`src/rtl/frame_pkg.sv`:
```
// Package: shared constants and helpers for the command frame parser.
// Assumes a frame is marker, code, address bytes, data (three fixed bytes).
package frame_pkg;
    localparam int FIXED_BYTES = 3;

    // Total frame length for a given number of address bytes.
    function automatic int frame_len(input int addr_bytes);
        return addr_bytes + FIXED_BYTES;
    endfunction
endpackage

```
`src/rtl/frame_seq.sv`:
```
// Module: frame position sequencer. Position 0 is the hunt state, which
// waits for the start marker. Positions 1..LAST step through the body bytes.
// Assumes a byte is present only when rx_valid is high.
module frame_seq #(
    parameter int          BYTE_W      = 8,
    parameter int          FRAME_BYTES = 6,
    parameter logic [7:0]  START_CODE  = 8'hAB
) (
    input  logic              clk,
    input  logic              rst_n,
    input  logic              rx_valid,
    input  logic [BYTE_W-1:0] rx_byte,
    output logic              store,
    output logic              done
);
    localparam int POS_W = $clog2(FRAME_BYTES);
    localparam logic [POS_W-1:0] LAST = POS_W'(FRAME_BYTES - 1);

    logic [POS_W-1:0] pos;

    // Advance the position on each byte; in hunt, advance only on the marker.
    always_ff @(posedge clk) begin
        if (!rst_n) begin
            pos <= '0;
        end else if (rx_valid) begin
            if (pos == '0) begin
                if (rx_byte == BYTE_W'(START_CODE)) pos <= POS_W'(1);
            end else if (pos == LAST) begin
                pos <= '0;
            end else begin
                pos <= pos + POS_W'(1);
            end
        end
    end

    // Body bytes go to the field register; the last body byte closes the frame.
    always_comb begin
        store = rx_valid && (pos != '0);
        done  = rx_valid && (pos == LAST);
    end

    // a non-marker byte seen in hunt leaves the parser in hunt.
    p_hunt_reject_r3: assert property (@(posedge clk) disable iff (!rst_n)
        (pos == '0 && rx_valid && rx_byte != BYTE_W'(START_CODE)) |=> (pos == '0));

    // idle cycles do not move the position.
    p_idle_hold_r8: assert property (@(posedge clk) disable iff (!rst_n)
        !rx_valid |=> $stable(pos));
endmodule

```
`src/rtl/frame_fields.sv`:
```
// Module: collects the body bytes and loads the output fields.
// The code and address bytes enter a shift register. When the final
// (data) byte arrives, all fields are loaded at once and the pulse is raised.
// Assumes store/done come from frame_seq, with done only on a stored byte.
module frame_fields #(
    parameter int BYTE_W     = 8,
    parameter int ADDR_BYTES = 3
) (
    input  logic                         clk,
    input  logic                         rst_n,
    input  logic                         store,
    input  logic                         done,
    input  logic [BYTE_W-1:0]            rx_byte,
    output logic                         frame_valid,
    output logic [BYTE_W-1:0]            cmd_code,
    output logic [ADDR_BYTES*BYTE_W-1:0] cmd_addr,
    output logic [BYTE_W-1:0]            cmd_data
);
    localparam int ADDR_W = ADDR_BYTES * BYTE_W;
    localparam int BODY_W = ADDR_W + BYTE_W;

    logic [BODY_W-1:0] body;

    // Shift in code and address bytes, oldest ending in the top byte.
    always_ff @(posedge clk) begin
        if (!rst_n) begin
            body <= '0;
        end else if (store && !done) begin
            body <= {body[BODY_W-BYTE_W-1:0], rx_byte};
        end
    end

    // Load all fields and pulse on the closing byte; otherwise hold the fields.
    always_ff @(posedge clk) begin
        if (!rst_n) begin
            frame_valid <= 1'b0;
            cmd_code    <= '0;
            cmd_addr    <= '0;
            cmd_data    <= '0;
        end else begin
            frame_valid <= done;
            if (done) begin
                cmd_code <= body[BODY_W-1 -: BYTE_W];
                cmd_addr <= body[ADDR_W-1:0];
                cmd_data <= rx_byte;
            end
        end
    end

    // the pulse never lasts two clocks (a frame needs several bytes).
    p_one_cycle_r4: assert property (@(posedge clk) disable iff (!rst_n)
        frame_valid |=> !frame_valid);

    // the fields move only with a pulse.
    p_fields_hold_r5: assert property (@(posedge clk) disable iff (!rst_n)
        !frame_valid |-> ($stable(cmd_code) && $stable(cmd_addr) && $stable(cmd_data)));
endmodule

```
`src/rtl/cmd_frame_parser.sv`:
```
// Module: top of the serial command frame parser. It takes bytes from a UART
// receiver, finds marker-led frames and presents code, address and data with
// a one-clock valid pulse. Frames without the marker are dropped silently.
// Assumes rx_valid is high for one clock per received byte.
module cmd_frame_parser
    import frame_pkg::*;
#(
    parameter int         BYTE_W     = 8,
    parameter int         ADDR_BYTES = 3,
    parameter logic [7:0] START_CODE = 8'hAB
) (
    input  logic                         clk,
    input  logic                         rst_n,
    input  logic                         rx_valid,
    input  logic [BYTE_W-1:0]            rx_byte,
    output logic                         frame_valid,
    output logic [BYTE_W-1:0]            cmd_code,
    output logic [ADDR_BYTES*BYTE_W-1:0] cmd_addr,
    output logic [BYTE_W-1:0]            cmd_data
);
    localparam int FRAME_BYTES = frame_len(ADDR_BYTES);
    localparam int CNT_W       = $clog2(FRAME_BYTES + 1);

    logic store;
    logic done;

    frame_seq #(
        .BYTE_W      (BYTE_W),
        .FRAME_BYTES (FRAME_BYTES),
        .START_CODE  (START_CODE)
    ) i_seq (
        .clk      (clk),
        .rst_n    (rst_n),
        .rx_valid (rx_valid),
        .rx_byte  (rx_byte),
        .store    (store),
        .done     (done)
    );

    frame_fields #(
        .BYTE_W     (BYTE_W),
        .ADDR_BYTES (ADDR_BYTES)
    ) i_fields (
        .clk         (clk),
        .rst_n       (rst_n),
        .store       (store),
        .done        (done),
        .rx_byte     (rx_byte),
        .frame_valid (frame_valid),
        .cmd_code    (cmd_code),
        .cmd_addr    (cmd_addr),
        .cmd_data    (cmd_data)
    );

    // Checker state: bytes received since the last pulse, saturating at frame length.
    logic [CNT_W-1:0] bytes_seen;
    always_ff @(posedge clk) begin
        if (!rst_n) begin
            bytes_seen <= '0;
        end else if (frame_valid) begin
            bytes_seen <= rx_valid ? CNT_W'(1) : '0;
        end else if (rx_valid && bytes_seen != CNT_W'(FRAME_BYTES)) begin
            bytes_seen <= bytes_seen + CNT_W'(1);
        end
    end

    // a pulse needs a full frame's worth of bytes since reset or the last pulse.
    p_full_frame_r2: assert property (@(posedge clk) disable iff (!rst_n)
        frame_valid |-> (bytes_seen == CNT_W'(FRAME_BYTES)));

    // a pulse always follows a cycle that carried a byte.
    p_pulse_after_byte_r8: assert property (@(posedge clk) disable iff (!rst_n)
        frame_valid |-> $past(rx_valid));
endmodule

```
`config.mk`:
```
export PLATFORM = sky130hd
export DESIGN_NAME = cmd_frame_parser
export DESIGN_NICKNAME = d
export VERILOG_FILES = /design/src/rtl/frame_pkg.sv /design/src/rtl/frame_seq.sv /design/src/rtl/frame_fields.sv /design/src/rtl/cmd_frame_parser.sv
export SDC_FILE = /design/constraint.sdc
export NUM_CORES = 1
export LEC_CHECK = 0
export ABC_AREA = 0
export BUFFER_PORTS_ARGS = -buffer_cell sky130_fd_sc_hd__buf_4
export CELL_PAD_IN_SITES_DETAIL_PLACEMENT = 0
export CELL_PAD_IN_SITES_GLOBAL_PLACEMENT = 1
export CORE_ASPECT_RATIO = 0.6
export CORE_MARGIN = 2
export CORE_UTILIZATION = 29
export DETAILED_ROUTE_END_ITERATION = 8
export PLACE_DENSITY_LB_ADDON = 0.1
export RECOVER_POWER = 100
export SYNTH_ARGS = -nofsm -noshare
export SYNTH_HDL_FRONTEND = slang
export SYNTH_SLANG_ARGS = --single-unit
```
`constraint.sdc`:
```
create_clock -name clk -period 3.4 [get_ports clk]
set_clock_uncertainty 0.05 [all_clocks]
set_input_delay 0.34 -clock clk [delete_from_list [all_inputs] [get_ports clk]]
set_output_delay 0.34 -clock clk [all_outputs]
set_load 0.01 [all_outputs]
```
* Yosys cells after proc, flatten, opt, wreduce, memory -nomap -nowiden
Index checks and enable logic that the tools add are counted.
W data, S select, Z words.
** Operators by class
- Muxes and demuxes :: 3
- Order comparisons :: 0
- Shift-type cells :: 0
- Reductions and logical operators :: 7
- Eq/ne operators :: 3
- Bitwise operators :: 0
- Multipliers :: 0
- $add $sub $neg :: 1
- Divide/modulo/power cells :: 0
** Operator list (count)
- $mux W3 :: 3
- $eq A8 B8 Y1 const B :: 1
- $add A3 B1 Y3 const B :: 1
- $eq A3 B3 Y1 const B :: 1
- $logic_and A1 B1 Y1 :: 3
- $logic_not A3 Y1 :: 1
- $reduce_bool A3 Y1 :: 1
- $ne A2 B2 Y1 const B :: 1
- $reduce_and A2 Y1 :: 1
- $logic_not A1 Y1 :: 1
** Storage, ports and cells
- Register bits after elaboration :: 76
- Word-level logic and storage cells :: 20
- Bits in writable memories :: 0
- Memories kept :: 0
- Output and inout bits :: 41
- Bits of input ports :: 11
- Latch bits :: 0
- Memory bits (read-only) :: 0

* Depth between registers and ports, before layout
Gate-level depths: netlist of the first run.
- Word-level depth :: 4
- Mapped depth :: 5
- Mapped depth without buffers :: 3

* Modules after synthesis
From an unflattened synthesis of the first run, not the netlist that was laid out.
** Unflattened totals
- Cells, all modules :: 266
- Area total of the unflattened synthesis :: 2942.8 sq um
** Modules (own cells, without submodules)
- frame_fields :: cells each 245, area an instance 2746.4 sq um, sequential area each 1461.4 sq um, times used 1
- frame_seq :: cells each 21, area an instance 196.4 sq um, sequential area each 60.1 sq um, times used 1

* Least setup slack after synthesis of the first run
No wires, ideal clock.
- Kind :: register to register
- Start point :: register i_seq.pos[2]
- End point :: register i_fields.cmd_addr[23]
- Data required time :: 3.284 ns
- Cell stages (with the launch flop) :: 6
- Buffers on the path :: 2
- Clock period less this slack :: 1.235 ns
- Slack :: 2.165 ns
- Library setup time :: 0.066 ns
- Arrival time :: 1.119 ns
- Cells stage by stage :: dfxtp_1 > and4b_1 > buf_6 > clkbuf_8 > nand2_1 > a21boi_2
** Between the ends
- Longest elaborated chain between the ends :: 2
** Ends and longest elaborated chain
- start, declared :: line frame_seq.sv:19 : logic [POS_W-1:0] pos;
- start signal, assigned :: line frame_seq.sv:31 : pos <= pos + POS_W'(1);
- $eq A3 B3 Y1 :: line frame_seq.sv:39 : done = rx_valid && (pos == LAST);
- $logic_and A1 B1 Y1 :: line frame_seq.sv:39
- end signal, assigned :: line frame_fields.sv:44 : cmd_addr <= body[ADDR_W-1:0];
- end, declared :: line frame_fields.sv:16 : output logic [ADDR_BYTES*BYTE_W-1:0] cmd_addr,
Every way passes these cells.
A chain may end at the register's enable or synchronous reset.

* Final worst setup path of the first run
- Start point :: input rx_valid
- End point :: register i_fields.body[20]
** Between the ends
- Longest elaborated chain between the ends :: 3
- Elaborated cells on any way between the ends :: 4
- Those cells by class :: reduce/logical: 4
** Ends and longest elaborated chain
- start, declared :: line cmd_frame_parser.sv:14 : input logic rx_valid,
- $logic_and A1 B1 Y1 :: line frame_seq.sv:39
- $logic_not A1 Y1 :: line frame_fields.sv:28 : end else if (store && !done) begin
- $logic_and A1 B1 Y1 (*) :: line frame_fields.sv:28
- end signal, assigned :: line frame_fields.sv:29 : body <= {body[BODY_W-BYTE_W-1:0], rx_byte};
- end, declared :: line frame_fields.sv:22 : logic [BODY_W-1:0] body;
Every way passes the cells marked *; elsewhere a longest branch is shown, timed or not.

==> impl_metrics.env, run 1 <==
export IMPL_yosys_top_cells_area="dfxtp_1, a21boi_2, nand2_1"
export IMPL_syn_inst=422
export IMPL_synth_most_common_cell="nand2_1"
export IMPL_power_frac_seq_pct=45.7
export IMPL_tns_ps=0
export IMPL_async_flop_share_pct=0
export IMPL_drtAntennaViolNets=0
export IMPL_vias_per_cell=5.24
export IMPL_die_height_um=93.6
export IMPL_pwr_share_comb_pct=3.7
export IMPL_start_util_pct=29.9
export IMPL_yosysTopAreaCell="dfxtp_1"
export IMPL_power_switching_mw=0.427
export IMPL_period_minus_slack_ps=2230
export IMPL_cp_max_fo=70
export IMPL_critPathKind="input port to flip-flop"
export IMPL_portBuffers=51
export IMPL_setup_viol=0
export IMPL_whs_ps=232
export IMPL_maxCapViolCount=0
export IMPL_track_usage_pct=14.5
export IMPL_ctsResizeCount=0
export IMPL_postLayoutCellArea_sq_mm=0.00431
export IMPL_area_delta_synth_final_pct=11.0
export IMPL_p_clk_share_pct=50.6
export IMPL_die_area_sq_mm=0.0144
export IMPL_first_pass_iters=4
export IMPL_stdcell_count=618
export IMPL_cts_sinks=76
export IMPL_postCtsSetupBuffers=0
export IMPL_p_leak_nw=1.43
export IMPL_synth_common_cells="nand2_1, dfxtp_1, a21boi_2"
export IMPL_cts_tree="built"
export IMPL_relSlewSlack_pct=15.7
export IMPL_cts_root_buf="clkbuf_16"
export IMPL_die_w_um=153
export IMPL_startpoint_type="input port"
export IMPL_synth_edf_count=0
export IMPL_hold_viol=0
export IMPL_worstPathArrival_ps=2430
export IMPL_drt_iter0_markers=242
export IMPL_post_drt_wl_per_cell_um=16.5
export IMPL_crit_required_ps=3610
export IMPL_drc=0
export IMPL_power_density_mw_per_mm2=452
export IMPL_numCtsBuffers=9
export IMPL_dp_cells=602
export IMPL_fmax_mhz=449
export IMPL_num_antenna_cells=0
export IMPL_h_tree_depth=3
export IMPL_gp_congestion=0.708
export IMPL_ys_types=25
export IMPL_antenna_found_initial=0
export IMPL_nets=454
export IMPL_hp_class="input port to flip-flop"
export IMPL_clk_pin_slew_ps=60
export IMPL_synthFlopType="dfxtp_1"
export IMPL_dp_hpwl_um=6170
export IMPL_p_sw_share_pct=21.9
export IMPL_worst_slew_pin_transition_ps=1270
export IMPL_grt_max_degree=78
export IMPL_grt_pass1_vias=3046
export IMPL_max_clock_path_buffers=2
export IMPL_ys_seq_elements=76
export IMPL_p_int_mw=1.52
export IMPL_fin_util_pct=33.2
export IMPL_n_fill_cell=1384
export IMPL_clk_latency_ps=330
export IMPL_wl_um=10200
export IMPL_grt_overflow=0
export IMPL_synth_fp_nets=433
export IMPL_rsz0062_at_grt="false"
export IMPL_irDropWorstVdd_mv=0.223
export IMPL_fp_row_count=32
export IMPL_vias=3237
export IMPL_postPlaceCellArea_sq_mm=0.00426
export IMPL_cp_end_kind="flip-flop"
export IMPL_reg2reg_depth=4
export IMPL_hold_depth=3
export IMPL_synth_top_cell_area_share_pct=39.2
export IMPL_run_status="complete, no violations"
export IMPL_slew_violations=0
export IMPL_syn_cell_area_sq_mm=0.00388
export IMPL_synth_seq_area_share_pct=39.2
export IMPL_grt_pass1_wl_um=16400
export IMPL_hold_buffers=0
export IMPL_yosys_warnings=0
export IMPL_ioPinCount=52
export IMPL_core_sq_mm=0.0130
export IMPL_synth_area_per_cell_sq_um=9.20
export IMPL_drive_gt1_share_pct=11.8
export IMPL_final_period_utilization_pct=65.5
logic make-up (layout without fill, tap and decap cells):
group,Yosys count,after routing,share of synthesized area [%]
and+or+nand+nor,190,190,28.7
AOI/OAI and AO/OA,106,106,23.9
DFF,76,76,39.2
buffers and inverters,48,74,7.28
xor gates and xnor gates,1,1,0.709
muxes,1,1,0.258
registers in the layout, summed over array words and instances (netlist names):
signal / cells
i_fields.body: 32
i_fields.cmd_data: 8
i_fields.cmd_code: 8
i_seq.pos: 3
i_fields.frame_valid: 1
i_fields.cmd_addr: 24
stage by stage:
step | power, mW | setup WS, ps
floorplan | 0.962 | 2170
global placement | 0.985 | 1460
detailed placement | 0.986 | 1400
CTS | 1.98 | 1680
global route | 2.02 | 857
finish | 1.95 | 1170
placed cells by master (no fill, tap or decap), drive strengths merged, types with 2 or more instances in the layout:
cell    instances
a21boi         41
a31oi          32
and2            2
and3b          32
and4b           2
buf            14
clkbuf         56
clkinv          2
dfxtp          76
nand2          82
nand3          33
nand4b         34
nor2            2
o211ai         32
path summary, 6_finish.rpt:
path	startpoint	to	slack [ps]
worst max-delay path	rx_valid	i_fields.body[20]$_SDFFE_PN0P_	1170
worst min-delay path	rx_byte[5]	i_fields.body[5]$_SDFFE_PN0P_	230
worst max register to register	i_seq.pos[1]$_SDFFE_PN0P_	i_fields.cmd_addr[9]$_SDFFE_PN0P_	1570
worst min register to register	i_fields.cmd_addr[8]$_SDFFE_PN0P_	i_fields.cmd_addr[8]$_SDFFE_PN0P_	410
metal layers:
| layer | vias to the layer above | routed length, um | track usage (%) |
|---|---|---|---|
| li1 | 1587 | - | - |
| met4 | 0 | 87 | 3.98 |
| met5 | - | 0 | 0 |
| met2 | 63 | 4060 | 20.7 |
| met3 | 9 | 571 | 3.94 |
| met1 | 1578 | 5500 | 21.2 |
power groups by stage:
stage	clock network [mW]	registers (mW)	logic (mW)
floorplan	0	0.911	0.0514
finish	0.985	0.891	0.0721
global route	1.05	0.890	0.0782
global placement	0	0.911	0.0737
CTS	1.01	0.891	0.0751
detailed placement	0	0.911	0.0751
worst max-delay path, cell delays in order:
cell	delay, ps
clkbuf_2	900
and2_1	240
clkbuf_2	600
a31oi_1	190
o211ai_1	110
area by class of cell:
type / instances / area [sq um] / area share, %
Clock buffer: 12 / 256 / 5.95
Clock inverter: 4 / 47.5 / 1.10
Multi-Input combinational cell: 298 / 1990 / 46.1
Sequential cell: 76 / 1520 / 35.3
Tap cell: 170 / 213 / 4.93
Timing Repair Buffer: 58 / 287 / 6.65
No activity file was read; power rests on OpenSTA's default activity.
==> run 2: changes to the inputs <==
==> constraint.sdc (replaced) <==
create_clock -name clk -period 2 [get_ports clk]
set_clock_uncertainty 0.05 [all_clocks]
set_input_delay 0.2 -clock clk [delete_from_list [all_inputs] [get_ports clk]]
set_output_delay 0.2 -clock clk [all_outputs]
set_load 0.01 [all_outputs]
==> run 2 against run 1 <==
  * Clock power grew 69%
  * Total power increased by 70%
  * Global-route usage decreased by 0.12 points
  * Flip-flop and latch count unchanged
==> impl_metrics.env, run 2 (synthesis results as in run 1) <==
export IMPL_r2r_slack_ps=360
export IMPL_holdPathEnd="i_fields.cmd_data[5]$_SDFFE_PN0P_"
export IMPL_final_common_cell="nand2_1"
export IMPL_drt_iter0_markers=253
export IMPL_crit_required_ps=2200
export IMPL_grt_pass1_vias=2931
export IMPL_grt_overflow=0
export IMPL_die_height_um=93.6
export IMPL_drtAntennaViolNets=0
export IMPL_die_w_um=153
export IMPL_top_regs="i_fields.body x32, i_fields.cmd_addr x24"
export IMPL_reg2reg_depth=4
export IMPL_vias=3213
export IMPL_dp_cells=604
export IMPL_worst_slew_pin_transition_ps=603
export IMPL_dp_hpwl_um=6120
export IMPL_cts_tree="built"
export IMPL_largest_reg_flops=32
export IMPL_core_sq_mm=0.0130
export IMPL_fmax_mhz=611
export IMPL_holdCritStartpoint="rx_byte[5]"
export IMPL_cts_root_buf="clkbuf_16"
export IMPL_use_met1_pct=21.5
export IMPL_layout_common_cells="nand2_1, dfxtp_1, clkbuf_1"
export IMPL_grt_max_degree=141
export IMPL_hold_depth=3
export IMPL_postLayoutCellArea_sq_mm=0.00435
export IMPL_nets=456
export IMPL_setup_viol=0
export IMPL_max_stage_delay_ps=520
export IMPL_vias_per_cell=5.18
export IMPL_drc=0
export IMPL_first_pass_iters=4
export IMPL_run_status="complete, no violations"
export IMPL_relSlewSlack_pct=59.8
export IMPL_cts_sinks=76
export IMPL_crit_chain="xnor2_4 > clkbuf_4 > nand4b_1 > o211ai_1"
export IMPL_power_density_mw_per_mm2=760
export IMPL_r2r_end="i_fields.body[18]$_SDFFE_PN0P_"
export IMPL_max_clock_path_buffers=2
export IMPL_use_met3_pct=3.61
export IMPL_ioPinCount=52
export IMPL_numCtsBuffers=9
export IMPL_cp_max_fo=50
export IMPL_slew_violations=0
export IMPL_ctsResizeCount=0
export IMPL_clk_pin_slew_ps=60
export IMPL_grt_pass1_wl_um=16300
export IMPL_num_antenna_cells=0
export IMPL_top_usage_layer="met1"
export IMPL_p_leak_nw=1.43
export IMPL_h_tree_depth=3
export IMPL_grtUsageMet2_pct=20.6
export IMPL_cp_end_kind="flip-flop"
export IMPL_rsz0062_at_grt="false"
export IMPL_period_minus_slack_ps=1640
export IMPL_fp_row_count=32
export IMPL_stdcell_count=620
export IMPL_post_drt_wl_per_cell_um=16.1
export IMPL_antenna_found_initial=0
export IMPL_startpoint_type="flip-flop"
export IMPL_tns_ps=0
export IMPL_wl_um=10000
export IMPL_hold_buffers=0
export IMPL_hold_viol=0
export IMPL_top_register="i_fields.body"
export IMPL_finalPower_mw=3.31
export IMPL_area_delta_synth_final_pct=12.1
export IMPL_die_area_sq_mm=0.0144
export IMPL_final_period_utilization_pct=81.8
export IMPL_clk_latency_ps=330
export IMPL_drive_gt1_share_pct=11.6
export IMPL_irDropWorstVdd_mv=0.350
export IMPL_start_util_pct=29.9
export IMPL_hp_class="input port to flip-flop"
export IMPL_crit_slowest_cell="clkbuf_4"
export IMPL_r2r_start="i_seq.pos[2]$_SDFFE_PN0P_"
export IMPL_gp_congestion=0.729
export IMPL_worstPathArrival_ps=1830
export IMPL_portBuffers=51
export IMPL_track_usage_pct=14.4
export IMPL_critPathKind="flip-flop to flip-flop"
export IMPL_postCtsSetupBuffers=0
export IMPL_maxCapViolCount=0
export IMPL_postPlaceCellArea_sq_mm=0.00433
[run 2: metal layers]
layer	vias up	part of all wire, %
met5	-	0
met4	0	0.23
met3	2	5.6
met2	65	41
met1	1549	53
li1	1597	-
[run 2: worst max path at each step]
stage                                    startpoint                                  to  slack [ps]
after CTS                 i_seq.pos[2]$_SDFFE_PN0P_  i_fields.cmd_addr[22]$_SDFFE_PN0P_         530
final                     i_seq.pos[2]$_SDFFE_PN0P_      i_fields.body[18]$_SDFFE_PN0P_         360
after detailed placement                   rx_valid      i_fields.body[31]$_SDFFE_PN0P_         470
after floorplan           i_seq.pos[2]$_SDFFE_PN0P_  i_fields.cmd_addr[23]$_SDFFE_PN0P_         770
after global routing      i_seq.pos[2]$_SDFFE_PN0P_      i_fields.body[18]$_SDFFE_PN0P_         240
after global placement                     rx_valid      i_fields.body[25]$_SDFFE_PN0P_         500
[run 2: stage by stage]
stage	utilization (%)	hold WS [ps]	setup slack, ps
after floorplan	-	295	765
after global placement	33.4	404	496
after detailed placement	33.4	407	468
after CTS	35.7	93.1	527
after global routing	33.6	102	238
final	33.6	107	364
[run 2: layout make-up]
class	count	area [sq um]
clock buffers	12	256
clock inverters	4	47.5
fillers	1438	8620
multi-input cells	298	1980
flip-flops and latches	76	1520
well taps	170	213
repair buffers	60	340
[run 2: critical path: cells and delay by family, from the launching register on]
| kind | cells | cell delay, ps |
|---|---|---|
| flops | 1 | 510 |
| xor+xnor | 1 | 160 |
| simple gates | 1 | 170 |
| buf+inv | 1 | 520 |
| compound gates | 1 | 130 |
[run 2: report_power, final]
part / leakage, nW / switching (mW) / internal, mW / total, mW
Clock: 0.149 / 0.631 / 1.03 / 1.66
Combinational: 0.673 / 0.0837 / 0.0476 / 0.131
Sequential: 0.612 / 0.000783 / 1.51 / 1.51
==> run 3: changes to the inputs <==
==> constraint.sdc (replaced) <==
create_clock -name clk -period 1.5 [get_ports clk]
set_clock_uncertainty 0.05 [all_clocks]
set_input_delay 0.15 -clock clk [delete_from_list [all_inputs] [get_ports clk]]
set_output_delay 0.15 -clock clk [all_outputs]
set_load 0.01 [all_outputs]
==> run 3 against run 2 <==
  * Via count increased by 1.0%
  * Final area increased by 2.8%
  * Register-to-register slack got worse by 200 ps
  * Critical path depth unchanged
  * Maximum frequency increased by 22%
  * Die area unchanged
  * Critical path type unchanged
  * Largest power group unchanged
==> impl_metrics.env, run 3 (synthesis results as in run 1) <==
export IMPL_drt_iter0_markers=200
export IMPL_max_clock_path_buffers=2
export IMPL_grt_overflow=0
export IMPL_numCtsBuffers=9
export IMPL_vias_per_cell=5.16
export IMPL_crit_slowest_cell="dfxtp_2"
export IMPL_postLayoutCellArea_sq_mm=0.00447
export IMPL_gp_congestion=0.695
export IMPL_r2r_end="i_fields.body[21]$_SDFFE_PN0P_"
export IMPL_final_period_utilization_pct=89.3
export IMPL_relSlewSlack_pct=75.2
export IMPL_final_common_cell="nand2_1"
export IMPL_wl_um=10300
export IMPL_rsz0062_at_grt="false"
export IMPL_critical_path_buf_inv_count=1
export IMPL_hold_depth=3
export IMPL_holdCritStartpoint="rx_byte[0]"
export IMPL_ioPinCount=52
export IMPL_drive_gt1_share_pct=13.3
export IMPL_setup_viol=0
export IMPL_cp_end_kind="flip-flop"
export IMPL_h_tree_depth=3
export IMPL_core_sq_mm=0.0130
export IMPL_tns_ps=0
export IMPL_drtAntennaViolNets=0
export IMPL_clk_pin_slew_ps=60
export IMPL_drc=0
export IMPL_top_layer_used="met4"
export IMPL_fp_row_count=32
export IMPL_run_status="complete, no violations"
export IMPL_die_area_sq_mm=0.0144
export IMPL_top_register="i_fields.body"
export IMPL_hold_viol=0
export IMPL_postPlaceCellArea_sq_mm=0.00441
export IMPL_crit_family="flip-flops"
export IMPL_post_drt_wl_per_cell_um=16.5
export IMPL_nets=465
export IMPL_startpoint_type="flip-flop"
export IMPL_irDropWorstVdd_mv=0.503
export IMPL_portBuffers=51
export IMPL_fmax_mhz=747
export IMPL_reg2reg_depth=4
export IMPL_crit_chain="xnor2_4 > buf_12 > nand4b_1 > o211ai_1"
export IMPL_track_usage_pct=15.1
export IMPL_vias=3246
export IMPL_dp_hpwl_um=6670
export IMPL_cp_max_fo=32
export IMPL_slew_violations=0
export IMPL_area_delta_synth_final_pct=15.2
export IMPL_worst_slew_pin_transition_ps=363
export IMPL_die_height_um=93.6
export IMPL_hp_class="input port to flip-flop"
export IMPL_maxCapViolCount=0
export IMPL_hold_buffers=0
export IMPL_whs_ps=40.8
export IMPL_layout_common_cells="nand2_1, dfxtp_1, clkbuf_1"
export IMPL_first_pass_iters=4
export IMPL_stdcell_count=629
export IMPL_wl_met3_um=433
export IMPL_top_regs="i_fields.body x32, i_fields.cmd_addr x24"
export IMPL_start_util_pct=29.9
export IMPL_num_antenna_cells=0
export IMPL_r2r_slack_ps=160
export IMPL_period_minus_slack_ps=1340
export IMPL_crit_required_ps=1700
export IMPL_die_w_um=153
export IMPL_grt_max_degree=78
export IMPL_antenna_found_initial=0
export IMPL_holdPathEnd="i_fields.body[0]$_SDFFE_PN0P_"
export IMPL_cts_tree="built"
export IMPL_p_leak_nw=1.49
export IMPL_dp_cells=613
export IMPL_max_stage_delay_ps=370
export IMPL_cts_sinks=76
export IMPL_r2r_start="i_seq.pos[2]$_SDFFE_PN0P_"
export IMPL_cts_root_buf="clkbuf_16"
export IMPL_critPathKind="flip-flop to flip-flop"
export IMPL_wl_met2_um=4110
export IMPL_clk_latency_ps=340
export IMPL_grt_pass1_vias=3092
export IMPL_largest_reg_flops=32
export IMPL_wl_met1_um=5700
export IMPL_power_density_mw_per_mm2=1050
export IMPL_grt_pass1_wl_um=17100
export IMPL_worstPathArrival_ps=1540
==> run 3: cell types whose count changed in the layout (fill, tap and decap cells not counted), sizes merged <==
cell      delta
buf         +10
clkbuf       -2
clkinvlp     -1
bufinv       +2
==> run 3: worst max path at each step <==
stage	startpoint	end	depth (start not counted)
detailed placement	i_seq.pos[2]$_SDFFE_PN0P_	i_fields.cmd_addr[20]$_SDFFE_PN0P_	4
global route	i_seq.pos[2]$_SDFFE_PN0P_	i_fields.cmd_addr[13]$_SDFFE_PN0P_	4
finish	i_seq.pos[2]$_SDFFE_PN0P_	i_fields.body[21]$_SDFFE_PN0P_	4
CTS	i_seq.pos[2]$_SDFFE_PN0P_	i_fields.cmd_addr[20]$_SDFFE_PN0P_	4
global placement	i_seq.pos[2]$_SDFFE_PN0P_	i_fields.cmd_code[7]$_SDFFE_PN0P_	4
floorplan	i_seq.pos[2]$_SDFFE_PN0P_	i_fields.cmd_addr[23]$_SDFFE_PN0P_	5
==> run 3: final cells by class <==
| class | instances | area (sq um) |
|---|---|---|
| clock buffer | 11 | 233 |
| fill | 1429 | 8500 |
| multi-input combinational | 298 | 1970 |
| tap | 170 | 213 |
| timing repair buffer | 69 | 435 |
| sequential | 76 | 1520 |
| clock inverter | 5 | 100 |
==> run 3: worst reg2reg max path, cell delays in order, from the launching register on <==
cell      delay (ps)
dfxtp_2          370
xnor2_4          360
buf_12           230
nand4b_1         130
o211ai_1         120
==> run 3: metrics by stage <==
| stage | utilization [%] | power (mW) | worst slack (ps) |
|---|---|---|---|
| 2_1_floorplan | - | 2.18 | 265 |
| 3_5_place_dp | 34.0 | 2.26 | 73.5 |
| 6_report | 34.5 | 4.70 | 161 |
| 3_3_place_gp | 34.0 | 2.26 | 101 |
| 4_1_cts | 36.5 | 4.77 | 62.3 |
| 5_1_grt | 34.5 | 4.87 | 29.8 |
==> run 3: what timing repair did <==
action	in CTS	in global routing
endpoints found under the setup margin	0	25
gates resized for setup	0	2
setup buffers	0	0
==> run 3: where the power goes <==
part           switching (mW)  leakage, nW  internal (mW)
clock                   0.865        0.163           1.62
combinational           0.115        0.716         0.0743
sequential            0.00104        0.613           2.02
total                   0.980         1.49           3.71
==> run 3: per-layer routing <==
layer	up-vias	GRT usage, %
li1	1613	-
met1	1574	22.3
met2	49	21.7
met3	10	4.03
met4	0	3.44
met5	-	0
